<file path="config.mk">
export PLATFORM = sky130hd
export DESIGN_NAME = bscan_tap
export DESIGN_NICKNAME = d
export VERILOG_FILES = /design/src/rtl/bscan_pkg.sv /design/src/rtl/bscan_tap_fsm.sv /design/src/rtl/bscan_tap_ir.sv /design/src/rtl/bscan_tap_dr.sv /design/src/rtl/bscan_tap.sv
export SDC_FILE = /design/constraint.sdc
export NUM_CORES = 1
export LEC_CHECK = 0
export ABC_AREA = 1
export BUFFER_PORTS_ARGS = -buffer_cell sky130_fd_sc_hd__buf_2
export CORE_UTILIZATION = 47
export DETAILED_ROUTE_END_ITERATION = 7
export GPL_TIMING_DRIVEN = 0
export PLACE_DENSITY = 0.69
export SETUP_SLACK_MARGIN = 0.05
export SYNTH_ARGS = -nofsm -noshare
export SYNTH_HDL_FRONTEND = slang
export SYNTH_HIERARCHICAL = 1
export SYNTH_SLANG_ARGS = --single-unit
</file>
<file path="constraint.sdc">
create_clock -name tck -period 1.9 [get_ports tck]
set_clock_uncertainty 0.15 [all_clocks]
set_input_delay 0.19 -clock tck [delete_from_list [all_inputs] [get_ports tck]]
set_output_delay 0.19 -clock tck [all_outputs]
set_load 0.05 [all_outputs]
</file>
<file path="src/rtl/bscan_pkg.sv">
package bscan_pkg;

  localparam int IR_W = 3;
  localparam int ID_W = 32;

  typedef enum logic [3:0] {
    S_TLR, S_RTI,
    S_SEL_DR, S_CAP_DR, S_SH_DR, S_EX1_DR, S_PAU_DR, S_EX2_DR, S_UPD_DR,
    S_SEL_IR, S_CAP_IR, S_SH_IR, S_EX1_IR, S_PAU_IR, S_EX2_IR, S_UPD_IR
  } tap_state_t;

  typedef enum logic [1:0] {DR_BYPASS, DR_IDENT, DR_BOUNDARY} dr_sel_t;

  localparam logic [IR_W-1:0] OP_IDENT   = 3'b001;
  localparam logic [IR_W-1:0] IR_CAPTURE = 3'b001;

  function automatic tap_state_t tap_next(tap_state_t s, logic tms);
    case (s)
      S_TLR:    return tms ? S_TLR    : S_RTI;
      S_RTI:    return tms ? S_SEL_DR : S_RTI;
      S_SEL_DR: return tms ? S_SEL_IR : S_CAP_DR;
      S_CAP_DR: return tms ? S_EX1_DR : S_SH_DR;
      S_SH_DR:  return tms ? S_EX1_DR : S_SH_DR;
      S_EX1_DR: return tms ? S_UPD_DR : S_PAU_DR;
      S_PAU_DR: return tms ? S_EX2_DR : S_PAU_DR;
      S_EX2_DR: return tms ? S_UPD_DR : S_SH_DR;
      S_UPD_DR: return tms ? S_SEL_DR : S_RTI;
      S_SEL_IR: return tms ? S_TLR    : S_CAP_IR;
      S_CAP_IR: return tms ? S_EX1_IR : S_SH_IR;
      S_SH_IR:  return tms ? S_EX1_IR : S_SH_IR;
      S_EX1_IR: return tms ? S_UPD_IR : S_PAU_IR;
      S_PAU_IR: return tms ? S_EX2_IR : S_PAU_IR;
      S_EX2_IR: return tms ? S_UPD_IR : S_SH_IR;
      S_UPD_IR: return tms ? S_SEL_DR : S_RTI;
      default:  return S_TLR;
    endcase
  endfunction

  // Which data register an instruction routes between tdi and tdo.
  function automatic dr_sel_t op_route(logic [IR_W-1:0] op);
    case (op)
      3'b001:                 return DR_IDENT;
      3'b000, 3'b010, 3'b100: return DR_BOUNDARY;
      default:                return DR_BYPASS;
    endcase
  endfunction

  // Sampling variant that also turns the memory data drivers off.
  function automatic logic op_outputs_off(logic [IR_W-1:0] op);
    return (op == 3'b000) || (op == 3'b010);
  endfunction

  function automatic logic [ID_W-1:0] make_ident(logic [3:0] rev, logic [15:0] part,
                                                  logic [10:0] mfr);
    return {rev, part, mfr, 1'b1};
  endfunction

endpackage

</file>
<file path="src/rtl/bscan_tap_fsm.sv">
module bscan_tap_fsm
  import bscan_pkg::*;
(
  input  logic tck,
  input  logic por_n,
  input  logic tms,
  output logic in_tlr,
  output logic cap_ir,
  output logic sh_ir,
  output logic upd_ir,
  output logic cap_dr,
  output logic sh_dr
);

  tap_state_t state;

  always_ff @(posedge tck or negedge por_n) begin
    if (!por_n) state <= S_TLR;
    else        state <= tap_next(state, tms);
  end

  assign in_tlr = (state == S_TLR);
  assign cap_ir = (state == S_CAP_IR);
  assign sh_ir  = (state == S_SH_IR);
  assign upd_ir = (state == S_UPD_IR);
  assign cap_dr = (state == S_CAP_DR);
  assign sh_dr  = (state == S_SH_DR);

  // Run length of consecutive high tms samples, for the reset check.
  logic [2:0] ones_run;
  always_ff @(posedge tck or negedge por_n) begin
    if (!por_n)                 ones_run <= 3'd0;
    else if (!tms)              ones_run <= 3'd0;
    else if (ones_run != 3'd7)  ones_run <= ones_run + 3'd1;
  end

  assert_five_ones_reset_R2: assert property (@(posedge tck) disable iff (!por_n)
    (ones_run >= 3'd5) |-> in_tlr);

  assert_shift_exit_R3: assert property (@(posedge tck) disable iff (!por_n)
    (sh_dr && tms) |=> (state == S_EX1_DR));

  assert_pause_holds_R3: assert property (@(posedge tck) disable iff (!por_n)
    ((state == S_PAU_DR) && !tms) |=> (state == S_PAU_DR));

endmodule

</file>
<file path="src/rtl/bscan_tap_ir.sv">
module bscan_tap_ir
  import bscan_pkg::*;
(
  input  logic            tck,
  input  logic            por_n,
  input  logic            tdi,
  input  logic            in_tlr,
  input  logic            cap_ir,
  input  logic            sh_ir,
  input  logic            upd_ir,
  output logic [IR_W-1:0] ir_q,
  output logic            ir_lsb
);

  logic [IR_W-1:0] ir_sh;

  always_ff @(posedge tck or negedge por_n) begin
    if (!por_n) begin
      ir_sh <= IR_CAPTURE;
      ir_q  <= OP_IDENT;
    end else begin
      if (cap_ir)     ir_sh <= IR_CAPTURE;
      else if (sh_ir) ir_sh <= {tdi, ir_sh[IR_W-1:1]};
      if (in_tlr)      ir_q <= OP_IDENT;
      else if (upd_ir) ir_q <= ir_sh;
    end
  end

  assign ir_lsb = ir_sh[0];

  assert_capture_pattern_R4: assert property (@(posedge tck) disable iff (!por_n)
    cap_ir |=> (ir_sh == IR_CAPTURE));

  assert_reset_ident_R1: assert property (@(posedge tck) disable iff (!por_n)
    in_tlr |=> (ir_q == OP_IDENT));

  assert_ir_holds_R5: assert property (@(posedge tck) disable iff (!por_n)
    (!in_tlr && !upd_ir) |=> $stable(ir_q));

endmodule

</file>
<file path="src/rtl/bscan_tap_dr.sv">
module bscan_tap_dr
  import bscan_pkg::*;
#(
  parameter int               BSR_LEN = 70,
  parameter logic [ID_W-1:0]  ID_WORD = 32'h0000_0001
) (
  input  logic               tck,
  input  logic               por_n,
  input  logic               tdi,
  input  logic               cap_dr,
  input  logic               sh_dr,
  input  dr_sel_t            sel,
  input  logic [BSR_LEN-1:0] pins,
  output logic               dr_lsb
);

  logic            byp_q;
  logic [ID_W-1:0] id_sh;
  logic [BSR_LEN-1:0] bsr;
  logic [BSR_LEN-1:0] chain_in;

  wire pick_byp = (sel == DR_BYPASS);
  wire pick_id  = (sel == DR_IDENT);
  wire pick_bsr = (sel == DR_BOUNDARY);

  always_ff @(posedge tck or negedge por_n) begin
    if (!por_n)                 byp_q <= 1'b0;
    else if (cap_dr && pick_byp) byp_q <= 1'b0;
    else if (sh_dr && pick_byp)  byp_q <= tdi;
  end

  always_ff @(posedge tck or negedge por_n) begin
    if (!por_n)                 id_sh <= ID_WORD;
    else if (cap_dr && pick_id)  id_sh <= ID_WORD;
    else if (sh_dr && pick_id)   id_sh <= {tdi, id_sh[ID_W-1:1]};
  end

  for (genvar k = 0; k < BSR_LEN; k++) begin : g_cell
    if (k == BSR_LEN - 1) begin : g_head
      assign chain_in[k] = tdi;
    end else begin : g_link
      assign chain_in[k] = bsr[k+1];
    end
    always_ff @(posedge tck or negedge por_n) begin
      if (!por_n)                  bsr[k] <= 1'b0;
      else if (cap_dr && pick_bsr) bsr[k] <= pins[k];
      else if (sh_dr && pick_bsr)  bsr[k] <= chain_in[k];
    end
  end

  always_comb begin
    case (sel)
      DR_IDENT:    dr_lsb = id_sh[0];
      DR_BOUNDARY: dr_lsb = bsr[0];
      default:     dr_lsb = byp_q;
    endcase
  end

  assert_bypass_clear_R6: assert property (@(posedge tck) disable iff (!por_n)
    (cap_dr && pick_byp) |=> (byp_q == 1'b0));

  assert_ident_marker_R7: assert property (@(posedge tck) disable iff (!por_n)
    (cap_dr && pick_id) |=> (id_sh[0] == 1'b1));

  assert_chain_entry_R8: assert property (@(posedge tck) disable iff (!por_n)
    (sh_dr && pick_bsr) |=> (bsr[BSR_LEN-1] == $past(tdi)));

endmodule

</file>
<file path="src/rtl/bscan_tap.sv">
module bscan_tap
  import bscan_pkg::*;
#(
  parameter int          BSR_LEN = 70,
  parameter logic [3:0]  ID_REV  = 4'h0,
  parameter logic [15:0] ID_PART = 16'h4A21,
  parameter logic [10:0] ID_MFR  = 11'h2B5
) (
  input  logic               tck,
  input  logic               por_n,
  input  logic               tms,
  input  logic               tdi,
  input  logic [BSR_LEN-1:0] pin_in,
  output logic               tdo,
  output logic               tdo_oe,
  output logic               dq_hiz
);

  localparam logic [ID_W-1:0] ID_WORD = make_ident(ID_REV, ID_PART, ID_MFR);

  logic in_tlr, cap_ir, sh_ir, upd_ir, cap_dr, sh_dr;
  logic [IR_W-1:0] ir_q;
  logic ir_lsb, dr_lsb;
  dr_sel_t route;

  bscan_tap_fsm u_fsm (
    .tck, .por_n, .tms,
    .in_tlr, .cap_ir, .sh_ir, .upd_ir, .cap_dr, .sh_dr
  );

  bscan_tap_ir u_ir (
    .tck, .por_n, .tdi,
    .in_tlr, .cap_ir, .sh_ir, .upd_ir,
    .ir_q, .ir_lsb
  );

  assign route  = op_route(ir_q);
  assign dq_hiz = op_outputs_off(ir_q);

  bscan_tap_dr #(.BSR_LEN(BSR_LEN), .ID_WORD(ID_WORD)) u_dr (
    .tck, .por_n, .tdi, .cap_dr, .sh_dr,
    .sel(route), .pins(pin_in), .dr_lsb
  );

  // Serial output retimed to the falling edge.
  always_ff @(negedge tck or negedge por_n) begin
    if (!por_n) begin
      tdo    <= 1'b0;
      tdo_oe <= 1'b0;
    end else begin
      tdo_oe <= sh_ir | sh_dr;
      tdo    <= sh_ir ? ir_lsb : dr_lsb;
    end
  end

  assert_hiz_after_update_R9: assert property (@(posedge tck) disable iff (!por_n)
    $rose(dq_hiz) |-> $past(upd_ir));

  assert_oe_only_in_shift_R10: assert property (@(posedge tck) disable iff (!por_n)
    tdo_oe |-> (sh_ir || sh_dr));

endmodule

</file>
After elaboration in Yosys (flattened, before gate mapping):

Index checks and enable logic that the tools add are counted.

* word-level logic and storage cells: 281
* flip-flop bits (word level): 115
* output and inout port bits: 3

* multiplexer cells: 164
* bitwise logic cells: 1
* equality and inequality tests: 20
* reduce and logical (&&, ||, !) cells: 19

Operators by type and width (number)
* 1-bit two-way mux: 146
* 32-bit two-way mux: 2
* 4-bit case mux with 12 select lines: 1
* 4-bit equality test, second input constant: 8
* 3-bit two-way mux: 6
* 4-bit by 3-bit equality test with 1-bit output, second input constant: 4
* 4-bit two-way mux: 4
* 2-bit nonzero test: 5
* 4-bit by 2-bit equality test with 1-bit output, second input constant: 2
* 1-bit logical AND: 6
* 2-bit two-way mux: 3
* 3-bit OR reduction: 2
* 4-bit by 1-bit equality test with 1-bit output, second input constant: 1
* 4-bit logical NOT: 1
* 2-bit case mux with 2 select lines: 1
* 2-bit OR reduction: 2
* 3-bit by 1-bit equality test with 1-bit output, second input constant: 1
* 3-bit by 2-bit equality test with 1-bit output, second input constant: 1
* 3-bit equality test, second input constant: 1
* 3-bit logical NOT: 1
* 2-bit by 1-bit equality test with 1-bit output, second input constant: 1
* 2-bit equality test, second input constant: 1
* 2-bit logical NOT: 1
* 1-bit case mux with 2 select lines: 1
* 2 further kinds: 2

Depth between registers and ports, before layout:

* depth after elaboration: 7
* depth in mapped cells: 11
* mapped depth without buffers: 11

By module:

Netlist, hierarchy kept.

By module, submodules not included
* bscan_tap_dr: area an instance 5462.7 um^2, instances 1, cells each 782, seq. area each 2592.5 um^2
* bscan_tap_fsm: area an instance 389.1 um^2, instances 1, cells each 67, seq. area each 100.1 um^2
* bscan_tap_ir: area an instance 247.7 um^2, instances 1, cells each 28, seq. area each 152.6 um^2
* bscan_tap: area an instance 91.3 um^2, instances 1, cells each 12, seq. area each 50.0 um^2

==> summary.txt <==
Worst setup path
  – Worst Path Buf+Inv: 1
  – Worst Setup SP: u_ir/ir_q[0]
  – Critical path required time: 1040 ps
  – Largest stage delay on the critical path: 540 ps
  – Delay-heaviest family, CP: flip-flops
  – Crit end category: flip-flop
  – Setup CP Type: flip-flop to flip-flop
  – Cell breakdown of the critical path: nand2_2, nor2_4, inv_2, ha_4, nand2_1, nand2_1, nand2_1, o21ai_1, nand2_1, nand2_1
  – Cell repeated most along the worst path: nand2_1
  – Max Fanout on Critical Path: 2
  – Arrival time at the worst endpoint: 1770 ps
  – Slowest CP cell: dfstp_2
  – Critical Path Source Type: flip-flop
  – Reg2reg start: u_ir/ir_q[0]

Die
  – Chip Height: 117 um
  – Die W: 117 um
  – Core outline area: 0.0127 mm2
  – Initial Util: 0.487
  – Boundary Pins: 77
  – Die footprint: 0.0136 mm2
  – FP Rows: 41

Synthesis
  – Yosys cell types: 24
  – Largest cells by area after synthesis: dfrtp_1 (40%), nand2_1 (19%), nand3_1 (16%), inv_1 (10%), dfstp_2 (5.9%)
  – Synth Net Count: 966
  – Post-synth top area share: 0.400
  – Yosys reg bits: 115
  – Syn_area_per_cell: 6.96 um2
  – Cells after Synth: 889
  – Synth warn: 6
  – Area of the mapped netlist: 0.00619 mm2
  – Yosys top cell by area: dfrtp_1
  – Sequential area share after synthesis: 0.468

Cells and area
  – Multi-input gate area: 0.00280 mm2
  – Layout cell share with drive strength beyond 1: 0.257
  – Design Area, Final: 0.00955 mm2
  – Register area: 0.00290 mm2
  – Fill cells: 848
  – Antenna cells: 0
  – Synth-to-layout area growth: 54.2%
  – Final nets: 1185
  – Layout Utilization: 0.750

Place
  – PortBufs: 76
  – Detailed Place HPWL: 9.65 mm
  – Cell Area, Placed: 0.00685 mm2
  – Gpl congestion: 0.845
  – Worst slack, placed: -694 ps

STA
  – Unrepaired setup endpoints after global routing: yes
  – Final setup vio count: 73
  – Slew HR: 0.361
  – Worst hold slack: -119 ps
  – Worst slew pin tran: 956 ps
  – Sum Neg Setup Slack: -7140 ps
  – Max Slew Vio Count: 0
  – Final worst slack: -726 ps
  – Final Hold Fails: 79

Clock network
  – CTS Buf Count: 17
  – Htree depth: 4
  – Root buffer cell: clkbuf_16
  – Clock insertion delay at the later pin of the skew report: 420 ps
  – CTS max path bufs: 2
  – CTS tree: built
  – Clk sinks: 115
  – CTS clk-pin slew, worst paths: 60 ps

Global routing
  – Largest net degree at the start of global routing: 96
  – Gr ovfl total: 0
  – Vias in the first global route: 6311
  – Antenna violations before repair: 0
  – Tot GR Track Use: 0.291
  – First-pass GRT wire length: 29.9 mm

Detailed routing
  – WL/cell: 15.2 um
  – Total wire length: 19.7 mm
  – Routed vias: 6610
  – DR DRC count: 0
  – 1st-iter DRT viols: 571
  – Via density: 5.11
  – ANT nets after route: 0
  – First-pass DRT Iterations: 5

Power and ir drop
  – Leak: 5.31 nW
  – PD cells: 1370 mW/mm2
  – Worst ir drop on vdd: 0.803 mV
  – Total power: 13.0 mW

Outcome
  – Violated checks: hold timing, setup timing
  – Status: finished, violations left

Run
  – Maximum Capacitance Violations: 0

Hold path
  – Hold Crit Class: input port to asynchronous set/reset pin
-- final cells by class --
type	count	area share
Timing Repair Buffer	199	0.196
Tap cell	172	0.0225
Clock buffer	23	0.0522
Sequential cell	115	0.304
Multi-Input combinational cell	555	0.293
Clock inverter	9	0.0131
Buffer	49	0.0519
Inverter	171	0.0680
-- worst reg2reg max path: stages, from the launching register on --
cell and delay [ps]:
dfstp_2 540, nand2_2 60, nor2_4 90, inv_2 70, ha_4 170, nand2_1 100
nand2_1 70, nand2_1 80, o21ai_1 60, nand2_1 50, nand2_1 50
-- synth_stat cells --
library cell	instances
nand4_1	3
inv_1	166
o21bai_1	1
o211a_1	1
buf_1	7
nor3_1	1
nand3_1	201
nand2_2	6
dfstp_2	14
inv_2	5
nor2_1	9
a21oi_1	5
dfrtn_1	2
ha_1	3
buf_4	5
nor2_4	1
dfrtp_1	99
buf_2	22
o21ai_0	4
nor2_2	4
nand2_1	312
o21ai_1	1
or2_1	1
clkbuf_1	16
-- power by group --
part	internal [mW]	switching, mW	total (mW)
combinational	2.34	2.99	5.34
sequential	3.64	0.701	4.35
clock	2.22	1.14	3.36
-- logic make-up after synthesis --
group,after synthesis,share of synthesized area
adders and majority gates,3,0.00606
and+or+nand+nor,538,0.374
DFF,115,0.468
AOI/OAI and AO/OA,12,0.0109
buffers and inverters,221,0.141
-- cells in the final DEF, fill, tap and decap left out, drive strengths merged, types with 4 or more instances in the layout --
master / synthesis / final
nand2: 318 / 320
dlygate4sd3: 0 / 73
inv: 171 / 171
o21ai: 5 / 5
clkbuf: 16 / 37
nor2: 14 / 14
dfstp: 14 / 14
a21oi: 5 / 5
dfrtp: 99 / 99
nand3: 201 / 201
buf: 34 / 161
clkinv: 0 / 4
-- stage by stage --
stage,hold WS [ps],std cells
floorplan,-256,889
global placement,317,1137
detailed placement,-97.2,1138
CTS,-545,1282
global route,-72.9,1293
finish,-119,1293
-- routing by layer --
metal | GRT usage | vias up | wire (um)
met1 | 0.347 | 3101 | 7900
met5 | 0 | - | 0
met2 | 0.501 | 293 | 10000
li1 | - | 3161 | -
met3 | 0.0747 | 55 | 1230
met4 | 0.123 | 0 | 549
-- final timing paths --
kind | end | slack, ps | cells after the start
min reg2reg | u_dr/id_sh[0] | 330 | 2
min | u_dr/bsr[27] | -120 | 5
max | tdo | -730 | 10
max in group asynchronous | u_dr/bsr[13] | 460 | 5
max reg2reg | tdo | -730 | 10
min in group tck | u_dr/id_sh[0] | 330 | 2
-- flip-flops by register name, indices dropped and copies added, names as in the netlist --
register,cells
tdo,1
u_fsm/state,4
u_dr/bsr,70
u_dr/id_sh,32
u_ir/ir_sh,3
u_ir/ir_q,3
u_dr/byp_q,1
tdo_oe,1
-- timing repair --
action / 4_1_cts / 5_1_grt
setup endpoints to repair: 104 / 104
hold buffers: 72 / 4
setup buffers: 23 / 7
resized for setup: 154 / 73
hold endpoints to repair: 175 / 99
gates cloned: 17 / 4
pin swaps: 21 / 24
No activity file was read; power rests on OpenSTA's default activity.
